## src/rtl/srx_pkg.sv

```systemverilog
package srx_pkg;
   typedef enum logic [1:0] {
      ST_IDLE,
      ST_START,
      ST_DATA,
      ST_STOP
   } srx_state_e;
endpackage

```

## src/rtl/srx_sync.sv

```systemverilog
module srx_sync #(
   parameter int STAGES = 2
) (
   input  logic clk_i,
   input  logic rst_ni,
   input  logic d_i,
   output logic q_o
);
   generate
      if (STAGES == 0) begin : g_bypass
         assign q_o = d_i;
      end else begin : g_chain
         logic [STAGES-1:0] chain;
         always_ff @(posedge clk_i) begin
            if (!rst_ni) chain <= '1;
            else         chain <= {chain[STAGES-2 >= 0 ? STAGES-2 : 0 : 0], d_i} ;
         end
         assign q_o = chain[STAGES-1];
      end
   endgenerate
endmodule

```

## src/rtl/srx_tick_gen.sv

```systemverilog
module srx_tick_gen #(
   parameter int DIV_W = 8
) (
   input  logic             clk_i,
   input  logic             rst_ni,
   input  logic             run_i,
   input  logic [DIV_W-1:0] div_i,
   output logic             tick_o
);
   logic [DIV_W-1:0] cnt;

   always_ff @(posedge clk_i) begin
      if (!rst_ni || !run_i)  cnt <= '0;
      else if (cnt == div_i)  cnt <= '0;
      else                    cnt <= cnt + 1'b1;
   end

   assign tick_o = run_i && (cnt == div_i);
endmodule

```

## src/rtl/srx_frame_fsm.sv

```systemverilog
module srx_frame_fsm
   import srx_pkg::*;
#(
   parameter int DATA_W     = 8,
   parameter int OVERSAMPLE = 16
) (
   input  logic              clk_i,
   input  logic              rst_ni,
   input  logic              en_i,
   input  logic              rxd_i,
   input  logic              tick_i,
   output logic              run_o,
   output logic              start_ok_o,
   output logic              start_bad_o,
   output logic              load_o,
   output logic              stop_bad_o,
   output logic [DATA_W-1:0] shift_o
);
   localparam int SUB_W = $clog2(OVERSAMPLE);
   localparam int CNT_W = (DATA_W > 1) ? $clog2(DATA_W) : 1;
   localparam logic [SUB_W-1:0] VERIFY_AT = SUB_W'(OVERSAMPLE / 2 - 1);
   localparam logic [SUB_W-1:0] MID_AT    = SUB_W'(OVERSAMPLE - 1);
   localparam logic [CNT_W-1:0] LAST_BIT  = CNT_W'(DATA_W - 1);

   srx_state_e        state;
   logic [SUB_W-1:0]  sub;
   logic [CNT_W-1:0]  bitn;
   logic [DATA_W-1:0] shreg;
   logic              rxd_q;
   logic              fall;
   logic              verify_pt;
   logic              mid_pt;

   assign fall      = rxd_q && !rxd_i;
   assign verify_pt = tick_i && (sub == VERIFY_AT);
   assign mid_pt    = tick_i && (sub == MID_AT);

   always_ff @(posedge clk_i) begin
      if (!rst_ni) begin
         state <= ST_IDLE;
         sub   <= '0;
         bitn  <= '0;
         shreg <= '0;
         rxd_q <= 1'b1;
      end else begin
         rxd_q <= rxd_i;
         if (!en_i) begin
            state <= ST_IDLE;
            sub   <= '0;
         end else begin
            unique case (state)
               ST_IDLE: if (fall) begin
                  state <= ST_START;
                  sub   <= '0;
               end
               ST_START: if (verify_pt) begin
                  sub   <= '0;
                  bitn  <= '0;
                  state <= rxd_i ? ST_IDLE : ST_DATA;
               end else if (tick_i) begin
                  sub <= sub + 1'b1;
               end
               ST_DATA: if (mid_pt) begin
                  sub   <= '0;
                  shreg <= {rxd_i, shreg[DATA_W-1:1]};
                  if (bitn == LAST_BIT) state <= ST_STOP;
                  else                  bitn  <= bitn + 1'b1;
               end else if (tick_i) begin
                  sub <= sub + 1'b1;
               end
               ST_STOP: if (mid_pt) begin
                  sub   <= '0;
                  state <= ST_IDLE;
               end else if (tick_i) begin
                  sub <= sub + 1'b1;
               end
               default: state <= ST_IDLE;
            endcase
         end
      end
   end

   assign run_o       = (state != ST_IDLE);
   assign start_ok_o  = en_i && (state == ST_START) && verify_pt && !rxd_i;
   assign start_bad_o = en_i && (state == ST_START) && verify_pt &&  rxd_i;
   assign load_o      = en_i && (state == ST_STOP)  && mid_pt;
   assign stop_bad_o  = !rxd_i;
   assign shift_o     = shreg;
endmodule

```

## src/rtl/srx_status.sv

```systemverilog
module srx_status #(
   parameter int DATA_W = 8
) (
   input  logic              clk_i,
   input  logic              rst_ni,
   input  logic              en_i,
   input  logic              start_ok_i,
   input  logic              start_bad_i,
   input  logic              load_i,
   input  logic              stop_bad_i,
   input  logic [DATA_W-1:0] shift_i,
   input  logic              rd_i,
   input  logic              ack_i,
   input  logic              clr_i,
   output logic [DATA_W-1:0] data_o,
   output logic              done_o,
   output logic              irq_o,
   output logic              ferr_o,
   output logic              rts_o
);
   logic en_q;

   always_ff @(posedge clk_i) begin
      if (!rst_ni) begin
         en_q   <= 1'b0;
         data_o <= '0;
         done_o <= 1'b0;
         irq_o  <= 1'b0;
         ferr_o <= 1'b0;
         rts_o  <= 1'b1;
      end else begin
         en_q <= en_i;
         if (load_i) begin
            data_o <= shift_i;
            done_o <= 1'b1;
            if (stop_bad_i) ferr_o <= 1'b1;
         end else if (rd_i) begin
            done_o <= 1'b0;
            ferr_o <= 1'b0;
         end
         if (load_i)              irq_o <= 1'b1;
         else if (ack_i || clr_i) irq_o <= 1'b0;
         if (!en_i)                                  rts_o <= 1'b1;
         else if (start_ok_i)                        rts_o <= 1'b1;
         else if (start_bad_i || rd_i || !en_q)      rts_o <= 1'b0;
      end
   end
endmodule

```

## src/rtl/serial_rx_flow.sv

```systemverilog
module serial_rx_flow #(
   parameter int DATA_W      = 8,
   parameter int DIV_W       = 8,
   parameter int OVERSAMPLE  = 16,
   parameter int SYNC_STAGES = 2
) (
   input  logic              clk_i,
   input  logic              rst_ni,
   input  logic [DIV_W-1:0]  div_i,
   input  logic              rx_en_i,
   input  logic              rxd_i,
   input  logic              rd_i,
   input  logic              irq_ack_i,
   input  logic              irq_clr_i,
   output logic [DATA_W-1:0] rx_data_o,
   output logic              rx_done_o,
   output logic              irq_o,
   output logic              frame_err_o,
   output logic              rts_o
);
   generate
      if (OVERSAMPLE < 4 || (OVERSAMPLE & (OVERSAMPLE - 1)) != 0) begin : g_bad_os
         $error("OVERSAMPLE must be a power of two of at least 4");
      end
      if (DATA_W < 2 || DIV_W < 1 || SYNC_STAGES < 0) begin : g_bad_w
         $error("illegal width or synchronizer depth");
      end
   endgenerate

   logic rxd_s;
   logic run;
   logic tick;
   logic start_ok;
   logic start_bad;
   logic frame_load;
   logic stop_bad;
   logic [DATA_W-1:0] shift;

   srx_sync #(.STAGES(SYNC_STAGES)) u_sync (
      .clk_i(clk_i), .rst_ni(rst_ni), .d_i(rxd_i), .q_o(rxd_s)
   );

   srx_tick_gen #(.DIV_W(DIV_W)) u_tick (
      .clk_i(clk_i), .rst_ni(rst_ni), .run_i(run), .div_i(div_i), .tick_o(tick)
   );

   srx_frame_fsm #(.DATA_W(DATA_W), .OVERSAMPLE(OVERSAMPLE)) u_fsm (
      .clk_i(clk_i), .rst_ni(rst_ni), .en_i(rx_en_i), .rxd_i(rxd_s), .tick_i(tick),
      .run_o(run), .start_ok_o(start_ok), .start_bad_o(start_bad),
      .load_o(frame_load), .stop_bad_o(stop_bad), .shift_o(shift)
   );

   srx_status #(.DATA_W(DATA_W)) u_stat (
      .clk_i(clk_i), .rst_ni(rst_ni), .en_i(rx_en_i),
      .start_ok_i(start_ok), .start_bad_i(start_bad), .load_i(frame_load),
      .stop_bad_i(stop_bad), .shift_i(shift), .rd_i(rd_i),
      .ack_i(irq_ack_i), .clr_i(irq_clr_i),
      .data_o(rx_data_o), .done_o(rx_done_o), .irq_o(irq_o),
      .ferr_o(frame_err_o), .rts_o(rts_o)
   );
endmodule

```

## config.mk

```make
export PLATFORM = sky130hd
export DESIGN_NAME = serial_rx_flow
export DESIGN_NICKNAME = d
export VERILOG_FILES = /design/src/rtl/srx_pkg.sv /design/src/rtl/srx_sync.sv /design/src/rtl/srx_tick_gen.sv /design/src/rtl/srx_frame_fsm.sv /design/src/rtl/srx_status.sv /design/src/rtl/serial_rx_flow.sv
export SDC_FILE = /design/constraint.sdc
export NUM_CORES = 1
export LEC_CHECK = 0
export CORE_MARGIN = 8
export CORE_UTILIZATION = 35
export DETAILED_ROUTE_END_ITERATION = 16
export PLACE_DENSITY = 0.6
export SLEW_MARGIN = 5
export SYNTH_ARGS = -nofsm -noshare
export SYNTH_HDL_FRONTEND = slang
export SYNTH_SLANG_ARGS = --single-unit
```

## constraint.sdc

```tcl
create_clock -name clk_i -period 2.55 [get_ports clk_i]
set_clock_uncertainty 0.2 [all_clocks]
set_input_delay 0.255 -clock clk_i [delete_from_list [all_inputs] [get_ports clk_i]]
set_output_delay 0.255 -clock clk_i [all_outputs]
set_load 0.02 [all_outputs]
```

==> results.sh, run 1 <==
export IMPL_antenna_found_initial=0
export IMPL_dr_first_iter_drc_count=83
export IMPL_yosys_area_share_simple_pct=23.5
export IMPL_fin_crit_ns=2.14
export IMPL_die_h_um=89.2
export IMPL_critPathMaxFanout=6
export IMPL_internal_power_uw=932
export IMPL_setup_tns_ns=0
export IMPL_gp_congestion=0.766
export IMPL_syn_avg_cell_area_um2=9.43
export IMPL_cp_start_kind="input pin"
export IMPL_synth_fa_ha_area_share_pct=2.67
export IMPL_synth_distinct_cells=40
export IMPL_slew_headroom_pct=70.4
export IMPL_die_x_um=89.2
export IMPL_start_util_pct=36.5
export IMPL_tightest_slew_ns=0.445
export IMPL_hold_viol_final=0
export IMPL_area_growth_pct=24.2
export IMPL_crit_slowest_cell="clkdlybuf4s50_1"
export IMPL_cap_violations=0
export IMPL_synth_largest_area_cell="dfxtp_1"
export IMPL_synth_top_area_share_pct=43.7
export IMPL_yosys_top_cells_area="dfxtp_1 44%, mux2i_1 11%, xor2_1 6.1%, nor2b_1 6.0%, nand2_1 3.2%"
export IMPL_netlist_area_um2=1880
export IMPL_path_cells="clkdlybuf4s50_1 -> xor2_1 -> nor4_4 -> nand3_1 -> nor3_2 -> mux2i_1"
export IMPL_yosysSeqAreaShare_pct=43.7
export IMPL_worstPathRequired_ns=2.57
export IMPL_layout_drive_gt1_share_pct=7.83
export IMPL_switchingPower_uw=265
export IMPL_p_seq_share_pct=54.1
export IMPL_muxShareOfSynthArea_pct=11.9
export IMPL_drt_wl_total_um=3830
export IMPL_critPathArrivalTime_ns=2.15
export IMPL_vias=1422
export IMPL_yosys_warnings=0
export IMPL_grt_pass1_vias=1371
export IMPL_p_leak_uw=0.000976
export IMPL_final_util_pct=45.4
export IMPL_drt_first_pass_iters=4
export IMPL_synth_top_family_by_area="simple AND/OR/NAND/NOR gates"
export IMPL_sw_frac_of_total_pct=22.2
export IMPL_synth_seq_cells=41
export IMPL_fmax_mhz=468
export IMPL_nFillCells=538
export IMPL_rows=26
export IMPL_synthCells=199
export IMPL_synth_nets=218
export IMPL_critPathCaptureType="register"
export IMPL_power_frac_clock_pct=40.1
export IMPL_wl_per_cell_um=12.8
export IMPL_cts_setup_buffers=0
export IMPL_ir_worst_vdd_uv=245
export IMPL_slew_violations=0
export IMPL_detail_route_antenna_nets=0
export IMPL_synth_compound_area_share_pct=8.93
export IMPL_clock_latency_ns=0.29
export IMPL_hp_class="register to register"
export IMPL_fin_cells=300
export IMPL_cp_top_family="simple AND/OR/NAND/NOR gates"
export IMPL_fp_coreArea_um2=5140
export IMPL_p_comb_share_pct=5.8
export IMPL_diodes=0
export IMPL_pwr_density_cell_nw_per_um2=514
export IMPL_cts_tree="done"
export IMPL_clk_pin_slew_worst_paths_ns=0.08
export IMPL_critical_path_class="input pin to register"
export IMPL_cts_max_path_buffers=2
export IMPL_cts_buffers=5
export IMPL_h_tree_depth=2
export IMPL_cts_resized=0
export IMPL_gr_total_overflow=0
export IMPL_grt_usage_pct=10.2
export IMPL_synth_xor_area_share_pct=6.53
export IMPL_dp_final_hpwl_um=2770
export IMPL_worst_path_largest_cell_delay_ns=0.42
export IMPL_fp_dieArea_um2=7960
export IMPL_status="complete, no violations"
export IMPL_cts_hold_buffers_added=0
export IMPL_ios=27
export IMPL_numClockSinks=41
export IMPL_viasPerCell=4.74
export IMPL_dp_cells=292
export IMPL_drc=0
export IMPL_rsz0062_at_grt="false"
export IMPL_grt_max_degree=28
export IMPL_io_buffers=26
export IMPL_nNetsFinal=248
export IMPL_period_share_pct=83.8
export IMPL_setup_viol=0
export IMPL_grt_pass1_wl_um=6390
export IMPL_path_buf_inv=1
export IMPL_cts_root_buf="clkbuf_8"
routing by layer:
layer,part of all wire (%),GRT usage (%)
met1,50,13.0
met2,45,15.7
met3,2.1,1.93
met4,2.3,5.74
met5,0,0
stage by stage:
step	instance area [um2]	setup WS [ns]	power (uW)	hold WS [ns]
floorplan	1880	0.625	697	0.156
global placement	2230	0.176	732	0.195
detailed placement	2230	0.0877	732	0.202
CTS	2330	0.389	1210	0.223
global route	2330	0.241	1250	0.256
finish	2330	0.414	1200	0.221
synth_stat cells (all sizes together):
master and number:
or2 1, and3b 1, a311oi 1, a21oi 8
mux2i 20, inv 6, nor3 4, nand2 16
dfxtp 41, ha 4, nand3 9, nor3b 1
a41oi 1, clkbuf 5, o21bai 1, mux2 2
or3 1, and3 3, o22ai 1, a311o 1
a21o 1, o311ai 1, nor2 14, nand4 4
nand2b 3, nor4 1, nor4b 1, o21ai 3
xnor2 1, a21boi 3, nor2b 18, a22o 1
a31oi 1, o211ai 1, and2 3, xor2 13
buf 2, a41o 1
layout by cell type (no fill, tap or decap), types with 2 or more instances in the layout:
master            n
xor2_1           13
mux2_2            2
nand4_1           3
mux2i_1          20
o21ai_0           3
nor2b_1          18
nand2_1          16
nor3_1            3
buf_4             4
nand2b_1          3
dfxtp_1          41
and3_1            3
nor2_1           14
a21boi_0          3
clkdlybuf4s50_1  26
a21oi_1           8
and2_1            3
nand3_1           9
clkbuf_8          7
ha_1              4
inv_1             6
path summary, 6_finish.rpt:
kind,slack [ns],startpoint,cells past startpoint,endpoint
max,0.41,div_i[4],6,u_fsm.bitn[0]
min,0.22,u_sync.g_chain.chain[0],1,u_sync.g_chain.chain[1]
max reg2reg,0.43,u_fsm.sub[0],7,u_fsm.shift_o[7]
min reg2reg,0.22,u_sync.g_chain.chain[0],1,u_sync.g_chain.chain[1]
registers in the layout, summed over array words and instances, names as in the netlist, named ones only:
signal	cells
u_stat.data_o	8
u_fsm.shift_o	8
u_stat.ferr_o	1
u_tick.cnt	8
u_sync.g_chain.chain	2
u_stat.done_o	1
u_fsm.state	1
u_fsm.sub	4
u_fsm.bitn	3
u_fsm.rxd_q	1
u_stat.en_q	1
u_stat.rts_o	1
u_stat.irq_o	1
power groups by stage:
stage / clock (uW) / combinational [uW] / sequential, uW
after floorplan: 0 / 35.3 / 662
after global routing: 525 / 75.3 / 648
after CTS: 494 / 69.8 / 648
after detailed placement: 0 / 69.6 / 663
final: 480 / 69.1 / 648
after global placement: 0 / 69.4 / 663
logic make-up after synthesis:
logic type | Yosys count
buffers and inverters | 13
flip-flops | 41
AO/OA/AOI/OAI | 25
AND/OR/NAND/NOR | 80
XOR/XNOR | 14
multiplexers | 22
adder cells (fa/ha/maj) | 4
final cells by class:
class                           instances  area (um2)  share of cell area (%)
Sequential cell                        41         821                    35.2
Clock inverter                          1        8.76                   0.376
Tap cell                               70        87.6                    3.76
Clock buffer                            7        96.3                    4.13
Timing Repair Buffer                   30         290                    12.5
Multi-Input combinational cell        145        1000                    43.1
Inverter                                6        22.5                   0.966
Note: power is estimated with default switching activity, not from simulation.
==> run 2: changes to the inputs <==
clock period = 2.2 ns   (was 2.55 ns; I/O delays follow)
==> results.sh, run 2 (synthesized netlist as in run 1, its figures left out) <==
export IMPL_critPathArrivalTime_ns=1.95
export IMPL_start_util_pct=36.5
export IMPL_grt_pass1_vias=1427
export IMPL_cts_hold_buffers_added=0
export IMPL_detail_route_antenna_nets=0
export IMPL_path_buf_inv=1
export IMPL_p_leak_uw=0.00104
export IMPL_die_x_um=89.2
export IMPL_vias=1500
export IMPL_nNetsFinal=259
export IMPL_cp_top_family="simple AND/OR/NAND/NOR gates"
export IMPL_antenna_found_initial=0
export IMPL_gr_total_overflow=0
export IMPL_cp_start_kind="register"
export IMPL_die_h_um=89.2
export IMPL_setup_viol=0
export IMPL_setup_tns_ns=0
export IMPL_maxUsedRoutingLayer="met4"
export IMPL_ios=27
export IMPL_critical_path_class="register to register"
export IMPL_io_buffers=26
export IMPL_wl_met1_um=1840
export IMPL_place_ws_ns=-0.0574
export IMPL_reg2reg_from="u_fsm.sub[0]"
export IMPL_hold_viol_final=0
export IMPL_fp_dieArea_um2=7960
export IMPL_slew_headroom_pct=76.2
export IMPL_startpoint="u_fsm.sub[0]"
export IMPL_worst_path_largest_cell_delay_ns=0.37
export IMPL_drt_first_pass_iters=4
export IMPL_fin_crit_ns=1.96
export IMPL_layout_drive_gt1_share_pct=12.0
export IMPL_cts_buffers=5
export IMPL_fp_coreArea_um2=5140
export IMPL_crit_slowest_cell="dfxtp_1"
export IMPL_cts_setup_buffers=0
export IMPL_fin_cells=311
export IMPL_rows=26
export IMPL_cts_resized=0
export IMPL_critPathMaxFanout=8
export IMPL_diodes=0
export IMPL_clk_pin_slew_worst_paths_ns=0.08
export IMPL_grt_usage_pct=10.2
export IMPL_status="complete, no violations"
export IMPL_grt_max_degree=28
export IMPL_critPathCaptureType="register"
export IMPL_final_common_cell="dfxtp_1"
export IMPL_hp_class="register to register"
export IMPL_cts_root_buf="clkbuf_8"
export IMPL_rsz0062_at_grt="false"
export IMPL_final_util_pct=47.2
export IMPL_drt_wl_total_um=3830
export IMPL_gp_congestion=0.830
export IMPL_cap_violations=0
export IMPL_clock_latency_ns=0.29
export IMPL_drc=0
export IMPL_holdWs_ns=0.219
export IMPL_nFillCells=514
export IMPL_min_to="u_sync.g_chain.chain[1]"
export IMPL_fmax_mhz=511
export IMPL_routed_wl_met3_um=125
export IMPL_period_share_pct=89.0
export IMPL_r2r_cells=7
export IMPL_numClockSinks=41
export IMPL_area_growth_pct=29.3
export IMPL_dr_wl_met2_um=1790
export IMPL_ir_worst_vdd_uv=347
export IMPL_tightest_slew_ns=0.352
export IMPL_dp_cells=303
export IMPL_slew_violations=0
export IMPL_pwr_density_cell_nw_per_um2=573
export IMPL_cts_max_path_buffers=2
export IMPL_dp_final_hpwl_um=2850
export IMPL_viasPerCell=4.82
export IMPL_wl_per_cell_um=12.3
export IMPL_cts_tree="done"
export IMPL_dr_first_iter_drc_count=70
export IMPL_path_cells="ha_1 -> nand2_1 -> nor4b_1 -> nand4_2 -> buf_12 -> mux2i_1 -> nor2b_1"
export IMPL_worst_slack_ns=0.242
export IMPL_whs_path_depth=1
export IMPL_h_tree_depth=2
export IMPL_r2r_setup_slack_ns=0.24
export IMPL_final_cell_mix="41 x dfxtp_1, 26 x clkdlybuf4s50_1, 20 x mux2i_1, 18 x nor2b_1, 16 x nand2_1"
export IMPL_r2r_end="u_fsm.shift_o[2]"
export IMPL_grt_pass1_wl_um=6430
export IMPL_hp_start="u_sync.g_chain.chain[0]"
export IMPL_worstPathRequired_ns=2.19
[run 2: final cells by class]
class                   instances  area [um2]  share of cell area [%]
multi-input cells             145        1000                    41.4
flip-flops and latches         41         821                    33.8
repair buffers                 41         385                    15.9
clock buffers                   7        96.3                    3.97
well taps                      70        87.6                    3.61
inverters                       6        22.5                   0.928
clock inverters                 1        8.76                   0.361
[run 2: routing by layer]
metal  GRT usage, %  vias up
met3           1.93        7
met5              0        -
li1               -      769
met4           5.44        0
met2           16.8       31
met1           12.3      693
[run 2: worst max-delay path by stage]
stage                       endpoint  slack, ns  cells past startpoint
detailed placement      u_fsm.sub[0]      -0.06                      7
floorplan           u_fsm.shift_o[0]       0.27                      6
global placement        u_stat.rts_o      -0.04                      6
CTS                    u_stat.ferr_o       0.23                      8
finish              u_fsm.shift_o[2]       0.24                      7
global route           u_stat.ferr_o       0.03                      8
[run 2: metrics by stage]
stage          instance area (um2)  total power [uW]
6_report                      2430              1390
5_1_grt                       2430              1450
4_1_cts                       2430              1410
3_5_place_dp                  2320               855
3_3_place_gp                  2320               855
2_1_floorplan                 1880               808
[run 2: power breakdown]
| group | leakage, uW | internal, uW | total [uW] | switching (uW) |
|---|---|---|---|---|
| Sequential | 0.000331 | 746 | 749 | 2.49 |
| Clock | 0.0000549 | 290 | 553 | 263 |
| Combinational | 0.000652 | 49.2 | 88.5 | 39.4 |
==> run 3: changes to the inputs <==
CORE_ASPECT_RATIO = 1.75   (was unset)
==> results.sh, run 3 (synthesized netlist as in run 1, its figures left out) <==
export IMPL_critPathArrivalTime_ns=1.97
export IMPL_power_uw=1350
export IMPL_io_buffers=26
export IMPL_slew_violations=0
export IMPL_cts_tree="done"
export IMPL_diodes=0
export IMPL_final_cell_mix="41 x dfxtp_1, 26 x clkdlybuf4s50_1, 20 x mux2i_1, 18 x nor2b_1"
export IMPL_critPathMaxFanout=8
export IMPL_p_leak_uw=0.00104
export IMPL_fp_dieArea_um2=8050
export IMPL_area_growth_pct=28.3
export IMPL_cp_top_family="simple AND/OR/NAND/NOR gates"
export IMPL_rsz0062_at_grt="false"
export IMPL_grt_usage_pct=11.7
export IMPL_cts_setup_buffers=0
export IMPL_start_util_pct=36.0
export IMPL_rows=35
export IMPL_wl_per_cell_um=14.5
export IMPL_cts_buffers=5
export IMPL_place_ws_ns=-0.0473
export IMPL_nNetsFinal=261
export IMPL_numClockSinks=41
export IMPL_gr_total_overflow=0
export IMPL_hp_class="register to register"
export IMPL_h_tree_depth=2
export IMPL_fin_crit_ns=1.98
export IMPL_fmax_mhz=506
export IMPL_cap_violations=0
export IMPL_clock_latency_ns=0.30
export IMPL_tightest_slew_ns=0.391
export IMPL_drt_wl_total_um=4330
export IMPL_grt_max_degree=28
export IMPL_grt_pass1_wl_um=7460
export IMPL_status="complete, no violations"
export IMPL_pwr_density_cell_nw_per_um2=559
export IMPL_worst_slack_ns=0.224
export IMPL_dr_first_iter_drc_count=42
export IMPL_setup_viol=0
export IMPL_die_x_um=71.4
export IMPL_fp_coreArea_um2=5210
export IMPL_hold_viol_final=0
export IMPL_critPathCaptureType="register"
export IMPL_viasPerCell=5.02
export IMPL_final_common_cell="dfxtp_1"
export IMPL_cts_max_path_buffers=2
export IMPL_path_buf_inv=1
export IMPL_worstPathRequired_ns=2.19
export IMPL_period_share_pct=89.8
export IMPL_crit_slowest_cell="nor4b_1"
export IMPL_cts_resized=0
export IMPL_die_h_um=113
export IMPL_vias=1497
export IMPL_antenna_found_initial=0
export IMPL_r2r_setup_slack_ns=0.22
export IMPL_cp_start_kind="register"
export IMPL_dp_final_hpwl_um=3210
export IMPL_detail_route_antenna_nets=0
export IMPL_drc=0
export IMPL_ios=27
export IMPL_setup_tns_ns=0
export IMPL_worst_path_largest_cell_delay_ns=0.42
export IMPL_ir_worst_vdd_uv=484
export IMPL_cts_hold_buffers_added=0
export IMPL_slew_headroom_pct=73.6
export IMPL_critical_path_class="register to register"
export IMPL_drt_first_pass_iters=4
export IMPL_clk_pin_slew_worst_paths_ns=0.09
export IMPL_gp_congestion=0.833
export IMPL_layout_drive_gt1_share_pct=12.8
export IMPL_final_util_pct=46.2
export IMPL_path_cells="ha_1 -> nand2_1 -> nor4b_1 -> nand4_2 -> buf_12 -> mux2i_1 -> nor2b_1"
export IMPL_cts_root_buf="clkbuf_8"
export IMPL_grt_pass1_vias=1584
run 3: worst paths after layout:
| kind | from | endpoint | cells after the start |
|---|---|---|---|
| max | u_fsm.sub[0] | u_fsm.shift_o[1] | 7 |
| min | u_sync.g_chain.chain[0] | u_sync.g_chain.chain[1] | 1 |
| max reg2reg | u_fsm.sub[0] | u_fsm.shift_o[1] | 7 |
| min reg2reg | u_sync.g_chain.chain[0] | u_sync.g_chain.chain[1] | 1 |
run 3: where the power goes:
group	internal, uW	switching [uW]
registers	747	3.09
clock network	225	281
logic	49.6	41.2
run 3: layer usage:
metal	vias to the layer above	part of all wire, %	track usage (%)
li1	770	-	-
met1	692	40	11.4
met2	27	53	21.0
met3	8	4.4	3.63
met4	0	2.2	6.01
met5	-	0	0
run 3: area by class of cell:
| cell class | count | area [um2] |
|---|---|---|
| clock inverters | 3 | 21.3 |
| clock buffers | 5 | 68.8 |
| repair buffers | 43 | 400 |
| flip-flops and latches | 41 | 821 |
| multi-input cells | 145 | 1000 |
| fillers | 521 | 2800 |
| well taps | 55 | 68.8 |
| inverters | 6 | 22.5 |
run 3: per-stage QoR:
stage	hold WS, ns	cells	cell area [um2]
global route	0.267	298	2410
CTS	0.223	298	2410
global placement	0.191	290	2320
detailed placement	0.201	290	2320
finish	0.225	298	2410
floorplan	0.121	199	1880
